`src/rtl/adc_wcmp_pkg.sv`:
```
package adc_wcmp_pkg;

  // Condition enables; btwn sits at the least significant position.
  typedef struct packed {
    logic below_lo;
    logic atabove_lo;
    logic below_hi;
    logic atabove_hi;
    logic btwn;
  } cond_en_t;

  localparam int unsigned CTL_W  = $bits(cond_en_t) + 1;
  localparam int unsigned CTL_EN = $bits(cond_en_t);

endpackage

```
`src/rtl/adc_wcmp_rst.sv`:
```
module adc_wcmp_rst #(
  parameter int unsigned STAGES = 2
) (
  input  logic clk,
  input  logic rst_n,
  output logic rst_n_sync
);

  logic [STAGES-1:0] sync_q;

  always_ff @(posedge clk or negedge rst_n) begin
    if (!rst_n) sync_q <= '0;
    else        sync_q <= {sync_q[STAGES-2:0], 1'b1};
  end

  assign rst_n_sync = sync_q[STAGES-1];

endmodule

```
`src/rtl/adc_wcmp_cfg.sv`:
```
module adc_wcmp_cfg
  import adc_wcmp_pkg::*;
#(
  parameter int unsigned DW  = 16,
  parameter int unsigned NCH = 12
) (
  input  logic             clk,
  input  logic             rst_n,
  input  logic             lim_we,
  input  logic [2*DW-1:0]  lim_wdata,
  input  logic             ctl_we,
  input  logic [CTL_W-1:0] ctl_wdata,
  input  logic             mask_we,
  input  logic [NCH-1:0]   mask_wdata,
  output logic [DW-1:0]    hi_lim,
  output logic [DW-1:0]    lo_lim,
  output cond_en_t         cond,
  output logic             glb_en,
  output logic [NCH-1:0]   mask
);

  logic [DW-1:0]    hi_d, lo_d;
  logic [CTL_W-1:0] ctl_q, ctl_d;
  logic [NCH-1:0]   mask_d;

  always_comb begin
    hi_d   = hi_lim;
    lo_d   = lo_lim;
    ctl_d  = ctl_q;
    mask_d = mask;
    if (lim_we) begin
      hi_d = lim_wdata[2*DW-1:DW];
      lo_d = lim_wdata[DW-1:0];
    end
    if (ctl_we)  ctl_d  = ctl_wdata;
    if (mask_we) mask_d = mask_wdata;
  end

  always_ff @(posedge clk or negedge rst_n) begin
    if (!rst_n) begin
      hi_lim <= '0;
      lo_lim <= '0;
      ctl_q  <= '0;
      mask   <= '0;
    end else begin
      hi_lim <= hi_d;
      lo_lim <= lo_d;
      ctl_q  <= ctl_d;
      mask   <= mask_d;
    end
  end

  assign cond   = cond_en_t'(ctl_q[CTL_EN-1:0]);
  assign glb_en = ctl_q[CTL_EN];

endmodule

```
`src/rtl/adc_wcmp_cmp.sv`:
```
module adc_wcmp_cmp
  import adc_wcmp_pkg::*;
#(
  parameter int unsigned DW  = 16,
  parameter int unsigned NCH = 12,
  parameter int unsigned IDW = 5
) (
  input  logic           vld,
  input  logic [DW-1:0]  data,
  input  logic [IDW-1:0] chan,
  input  logic           is_signed,
  input  logic [DW-1:0]  hi_lim,
  input  logic [DW-1:0]  lo_lim,
  input  cond_en_t       cond,
  input  logic           glb_en,
  input  logic [NCH-1:0] mask,
  output logic           hit
);

  // Extend by one bit so that a single signed comparator covers both formats.
  logic [DW:0]    ext_d, ext_hi, ext_lo;
  logic           lt_hi, lt_lo;
  logic [NCH-1:0] chan_sel;
  logic           watched;
  logic           any_cond;

  assign ext_d  = {is_signed & data[DW-1],   data};
  assign ext_hi = {is_signed & hi_lim[DW-1], hi_lim};
  assign ext_lo = {is_signed & lo_lim[DW-1], lo_lim};

  assign lt_hi = $signed(ext_d) < $signed(ext_hi);
  assign lt_lo = $signed(ext_d) < $signed(ext_lo);

  for (genvar g = 0; g < NCH; g++) begin : g_chan
    assign chan_sel[g] = mask[g] && (chan == IDW'(g));
  end
  assign watched = |chan_sel;

  always_comb begin
    any_cond = 1'b0;
    if (cond.btwn       && !lt_lo && lt_hi) any_cond = 1'b1;
    if (cond.atabove_hi && !lt_hi)          any_cond = 1'b1;
    if (cond.below_hi   &&  lt_hi)          any_cond = 1'b1;
    if (cond.atabove_lo && !lt_lo)          any_cond = 1'b1;
    if (cond.below_lo   &&  lt_lo)          any_cond = 1'b1;
  end

  assign hit = vld && glb_en && watched && any_cond;

endmodule

```
`src/rtl/adc_wcmp_evt.sv`:
```
module adc_wcmp_evt #(
  parameter int unsigned IDW = 5
) (
  input  logic           clk,
  input  logic           rst_n,
  input  logic           hit,
  input  logic [IDW-1:0] chan,
  input  logic           clr,
  output logic           flag,
  output logic [IDW-1:0] id,
  output logic           irq
);

  logic           flag_d;
  logic [IDW-1:0] id_d;

  always_comb begin
    flag_d = flag;
    id_d   = id;
    if (hit) begin
      flag_d = 1'b1;
      id_d   = chan;
    end else if (clr) begin
      flag_d = 1'b0;
    end
  end

  always_ff @(posedge clk or negedge rst_n) begin
    if (!rst_n) begin
      flag <= 1'b0;
      id   <= '0;
      irq  <= 1'b0;
    end else begin
      flag <= flag_d;
      id   <= id_d;
      irq  <= hit;
    end
  end

  assert_flag_fall_R10: assert property (@(posedge clk) disable iff (!rst_n)
    $fell(flag) |-> $past(clr));

  assert_id_steady_R9: assert property (@(posedge clk) disable iff (!rst_n)
    !irq |-> $stable(id));

endmodule

```
`src/rtl/adc_window_cmp.sv`:
```
module adc_window_cmp
  import adc_wcmp_pkg::*;
#(
  parameter int unsigned DW  = 16,
  parameter int unsigned NCH = 12,
  parameter int unsigned IDW = 5
) (
  input  logic             clk,
  input  logic             rst_n,
  input  logic             lim_we,
  input  logic [2*DW-1:0]  lim_wdata,
  input  logic             ctl_we,
  input  logic [CTL_W-1:0] ctl_wdata,
  input  logic             mask_we,
  input  logic [NCH-1:0]   mask_wdata,
  input  logic             res_vld,
  input  logic [DW-1:0]    res_data,
  input  logic [IDW-1:0]   res_chan,
  input  logic             res_signed,
  input  logic             evt_clr,
  output logic             evt_flag,
  output logic [IDW-1:0]   evt_chan,
  output logic             evt_irq
);

  logic           rst_n_int;
  logic [DW-1:0]  hi_lim, lo_lim;
  cond_en_t       cond;
  logic           glb_en;
  logic [NCH-1:0] mask;
  logic           hit;

  adc_wcmp_rst #(.STAGES(2)) u_rst (
    .clk        (clk),
    .rst_n      (rst_n),
    .rst_n_sync (rst_n_int)
  );

  adc_wcmp_cfg #(.DW(DW), .NCH(NCH)) u_cfg (
    .clk        (clk),
    .rst_n      (rst_n_int),
    .lim_we     (lim_we),
    .lim_wdata  (lim_wdata),
    .ctl_we     (ctl_we),
    .ctl_wdata  (ctl_wdata),
    .mask_we    (mask_we),
    .mask_wdata (mask_wdata),
    .hi_lim     (hi_lim),
    .lo_lim     (lo_lim),
    .cond       (cond),
    .glb_en     (glb_en),
    .mask       (mask)
  );

  adc_wcmp_cmp #(.DW(DW), .NCH(NCH), .IDW(IDW)) u_cmp (
    .vld       (res_vld),
    .data      (res_data),
    .chan      (res_chan),
    .is_signed (res_signed),
    .hi_lim    (hi_lim),
    .lo_lim    (lo_lim),
    .cond      (cond),
    .glb_en    (glb_en),
    .mask      (mask),
    .hit       (hit)
  );

  adc_wcmp_evt #(.IDW(IDW)) u_evt (
    .clk   (clk),
    .rst_n (rst_n_int),
    .hit   (hit),
    .chan  (res_chan),
    .clr   (evt_clr),
    .flag  (evt_flag),
    .id    (evt_chan),
    .irq   (evt_irq)
  );

  assert_irq_after_strobe_R11: assert property (@(posedge clk) disable iff (!rst_n_int)
    evt_irq |-> $past(res_vld));

  assert_irq_enabled_R1: assert property (@(posedge clk) disable iff (!rst_n_int)
    evt_irq |-> $past(glb_en));

  assert_irq_chan_range_R3: assert property (@(posedge clk) disable iff (!rst_n_int)
    evt_irq |-> ($past(res_chan) < IDW'(NCH)));

  assert_irq_with_flag_R9: assert property (@(posedge clk) disable iff (!rst_n_int)
    evt_irq |-> evt_flag);

  assert_id_capture_R9: assert property (@(posedge clk) disable iff (!rst_n_int)
    evt_irq |-> (evt_chan == $past(res_chan)));

endmodule

```
`config.mk`:
```
export PLATFORM = sky130hd
export DESIGN_NAME = adc_window_cmp
export DESIGN_NICKNAME = d
export VERILOG_FILES = /design/src/rtl/adc_wcmp_pkg.sv /design/src/rtl/adc_wcmp_rst.sv /design/src/rtl/adc_wcmp_cfg.sv /design/src/rtl/adc_wcmp_cmp.sv /design/src/rtl/adc_wcmp_evt.sv /design/src/rtl/adc_window_cmp.sv
export SDC_FILE = /design/constraint.sdc
export NUM_CORES = 1
export LEC_CHECK = 0
export BUFFER_PORTS_ARGS = -buffer_cell sky130_fd_sc_hd__buf_2
export CORE_ASPECT_RATIO = 1.4
export CORE_UTILIZATION = 35
export DETAILED_ROUTE_END_ITERATION = 6
export GPL_TIMING_DRIVEN = 0
export HOLD_SLACK_MARGIN = 0.15
export PLACE_DENSITY = 0.68
export SKIP_CTS_REPAIR_TIMING = 1
export SLEW_MARGIN = 10
export SYNTH_ARGS = -nofsm -noshare
export SYNTH_HDL_FRONTEND = slang
export SYNTH_SLANG_ARGS = --single-unit
```
`constraint.sdc`:
```
create_clock -name clk -period 2.54 [get_ports clk]
set_clock_uncertainty 0.05 [all_clocks]
set_input_delay 0 -clock clk [delete_from_list [all_inputs] [get_ports clk]]
set_output_delay 0 -clock clk [all_outputs]
set_load 0.02 [all_outputs]
```
==> flow_summary.yaml <==
status:
  status: "finished clean"
route:
  vias: 2613
  wire_per_inst_um: 14.4
  dr.pass1.iters: 4
  wirelength_um: 7920
  drc: 0
  viasPerCell: 4.74
  ant_nets: 0
  drt-initial-drc-count: 86
pwr:
  p_switching_w: 0.000793
  power.internal_w: 0.00220
  p_leak_nw: 2.26
  sw_frac_of_total: 0.265
  p_per_area_nw_per_um2: 631
  p_seq_frac: 0.377
  p_comb_frac: 0.226
  ir_worst_vdd_uv: 353
  clockPowerShare: 0.397
placement:
  post-place-cells: 467
  io_buffers: 83
  gp_congestion: 0.789
  dp_hpwl_um: 5410
yosys:
  yosysSeqAreaShare: 0.479
  synth_cells: 279
  synth_edf_count: 0
  synth.distinct_cells: 39
  synth_top_area_cell: "dfrtp_1"
  synth_fp_nets: 388
  ys_top_cells_by_area: "dfrtp_1, ha_1, mux2_2, o21ai_0, nand2_1"
  ys_ff_latch: 59
  synth_top_flop_cell: "dfrtp_1"
  yosysWarnings: 0
  yosysTopAreaCellShare: 0.479
  async_flop_share: 1.00
  postSynthAreaPerCell_um2: 11.0
  syn-cell-area_um2: 3080
clocking:
  insertion_delay_ns: 0.32
  cts_made_buffers: 9
  clockBufferDepth: 2
  htree_levels: 3
  cts_tree: "built"
  cts.sinks: 59
  clk_pin_slew_worst_paths_ns: 0.05
  cts.root.buffer_cell: "clkbuf_16"
final_layout:
  fin_util: 0.553
  final_cells: 551
  syn_to_final_growth_pct: 53.6
  antenna_cells: 0
  drive_gt1_frac: 0.325
  layout_common_cells: "buf_2, dlygate4sd3_1, dfrtp_1"
  fin_nets: 550
  final_common_cell: "buf_2"
sta:
  max_freq_mhz: 406
  min_period_ns: 2.46
  finalSetupViolCount: 0
  worstMarginPinSlew_ns: 0.761
  finalHoldViolations: 0
  whs_ns: 0.196
  final.period_utilization: 0.969
  timing.setup.tns_ns: 0
  drv_slew: 0
  slew_headroom: 0.493
critical_path:
  cp_top_family: "compound AO/OA/AOI/OAI gates"
  crit_chain: "inv_1 -> ha_1 -> a211oi_2 -> o21ai_1 -> o21ba_4 -> o2111ai_4 -> a31o_4 -> o22ai_4 -> mux2_4"
  worstSetupPathType: "flop to flop"
  slowest_delay_ns: 0.36
  crit_fanout: 7
  crit_path_top_delay_cell: "dfrtp_1"
  timing.critical_path.buf_inv: 1
  cp.arrival_ns: 2.62
  cp-end-kind: "flop"
  cp.required_ns: 2.69
  rr_startpoint: "u_cfg.hi_lim[6]$_DFFE_PN0P_"
  startpoint_type: "flop"
  critPathLaunch: "u_cfg.hi_lim[6]$_DFFE_PN0P_"
grt:
  grt_max_degree: 58
  grt_use_total: 0.170
  grt_pass1_vias: 2550
  grt_overflow: 0
  grt_pass1_wl_um: 11700
  antenna_found_initial: 0
die:
  core_area_um2: 8560
  die_area_um2: 9190
  rows: 40
  top_level_ports: 86
  initial_core_util: 0.360
  die_w_um: 81.3
  die_y_um: 113
job:
  cap_violations: 0
hold_path:
  min_path_type: "input pin to flop"
  min-delay-start: "res_chan[4]"
-- logic make-up (layout without fill, tap and decap cells) --
group | Yosys count | in the layout | share of synthesized area
compound gates | 69 | 69 | 0.158
flops | 59 | 59 | 0.479
simple gates | 49 | 49 | 0.0678
buf+inv | 42 | 209 | 0.0512
fa+ha+maj | 30 | 30 | 0.122
mux | 27 | 27 | 0.115
xor+xnor | 2 | 2 | 0.00569
other cells | 1 | 1 | 0.00122
-- synth_stat cells, types with 2 or more instances --
library cell  instances
dfrtp_1              59
o21ai_0              40
nand2_1              38
inv_1                33
ha_1                 30
mux2_2               19
clkbuf_1              8
mux2_4                4
nor2_1                4
a21o_1                3
a21oi_1               3
o21a_1                3
a2111oi_2             2
a211oi_1              2
a221oi_1              2
a41oi_1               2
mux4_2                2
nand3_1               2
o2111ai_1             2
xor2_1                2
-- state kept, by name (all words and copies together) (netlist names) --
signal and flops:
u_cfg.ctl_q 6, u_cfg.hi_lim 16, u_cfg.lo_lim 16, u_cfg.mask 12
u_evt.flag 1, u_evt.id 5, u_evt.irq 1, u_rst.sync_q 2
-- power by group through the flow --
stage               clock (W)  combinational, W  sequential, W
floorplan                   0          0.000307        0.00116
CTS                   0.00122          0.000529        0.00112
finish                0.00119          0.000676        0.00113
global route          0.00125          0.000746        0.00114
detailed placement          0          0.000527        0.00114
global placement            0          0.000512        0.00113
-- worst reg2reg max path: cells and delay by family (launching register included) --
kind | cells | cell delay [ns]
AOI/OAI and AO/OA | 6 | 1.27
adders and majority gates | 1 | 0.25
buffers and inverters | 1 | 0.08
DFF | 1 | 0.36
muxes | 1 | 0.34
-- path summary, 6_finish.rpt --
path,end,slack (ns),depth (start not counted)
setup reg to reg,u_evt.id[3]$_DFFE_PN0P_,0.08,9
max in group asynchronous,u_cfg.mask[1]$_DFFE_PN0P_,1.58,0
setup / recovery,u_evt.id[3]$_DFFE_PN0P_,0.08,9
hold reg to reg,u_rst.sync_q[1]$_DFF_PN0_,0.30,0
hold / removal,u_evt.irq$_DFF_PN0_,0.20,4
min in group asynchronous,u_cfg.ctl_q[0]$_DFFE_PN0P_,0.35,0
-- cell type report --
type / instances / area, µm²
clock inverter: 5 / 52.6
multi-input combinational: 178 / 1570
timing repair buffer: 151 / 1100
clock buffer: 11 / 243
inverter: 33 / 124
buffer: 9 / 33.8
tap: 105 / 131
sequential: 59 / 1480
fill: 685 / 3820
-- through the flow --
stage,cell area [µm²],worst slack [ns],total power (W)
5_1_grt,4730,-0.0232,0.00314
4_1_cts,3930,-0.115,0.00287
3_5_place_dp,3630,-0.0961,0.00166
2_1_floorplan,3080,0.245,0.00147
6_report,4730,0.0780,0.00299
3_3_place_gp,3630,-0.0473,0.00164
-- routing by layer --
layer,up-vias,GRT usage,wire [µm]
met2,83,0.288,4130
li1,1293,-,-
met4,0,0.0607,151
met3,13,0.0532,491
met5,-,0,0
met1,1224,0.198,3150
(Power assumes the default switching activity.)
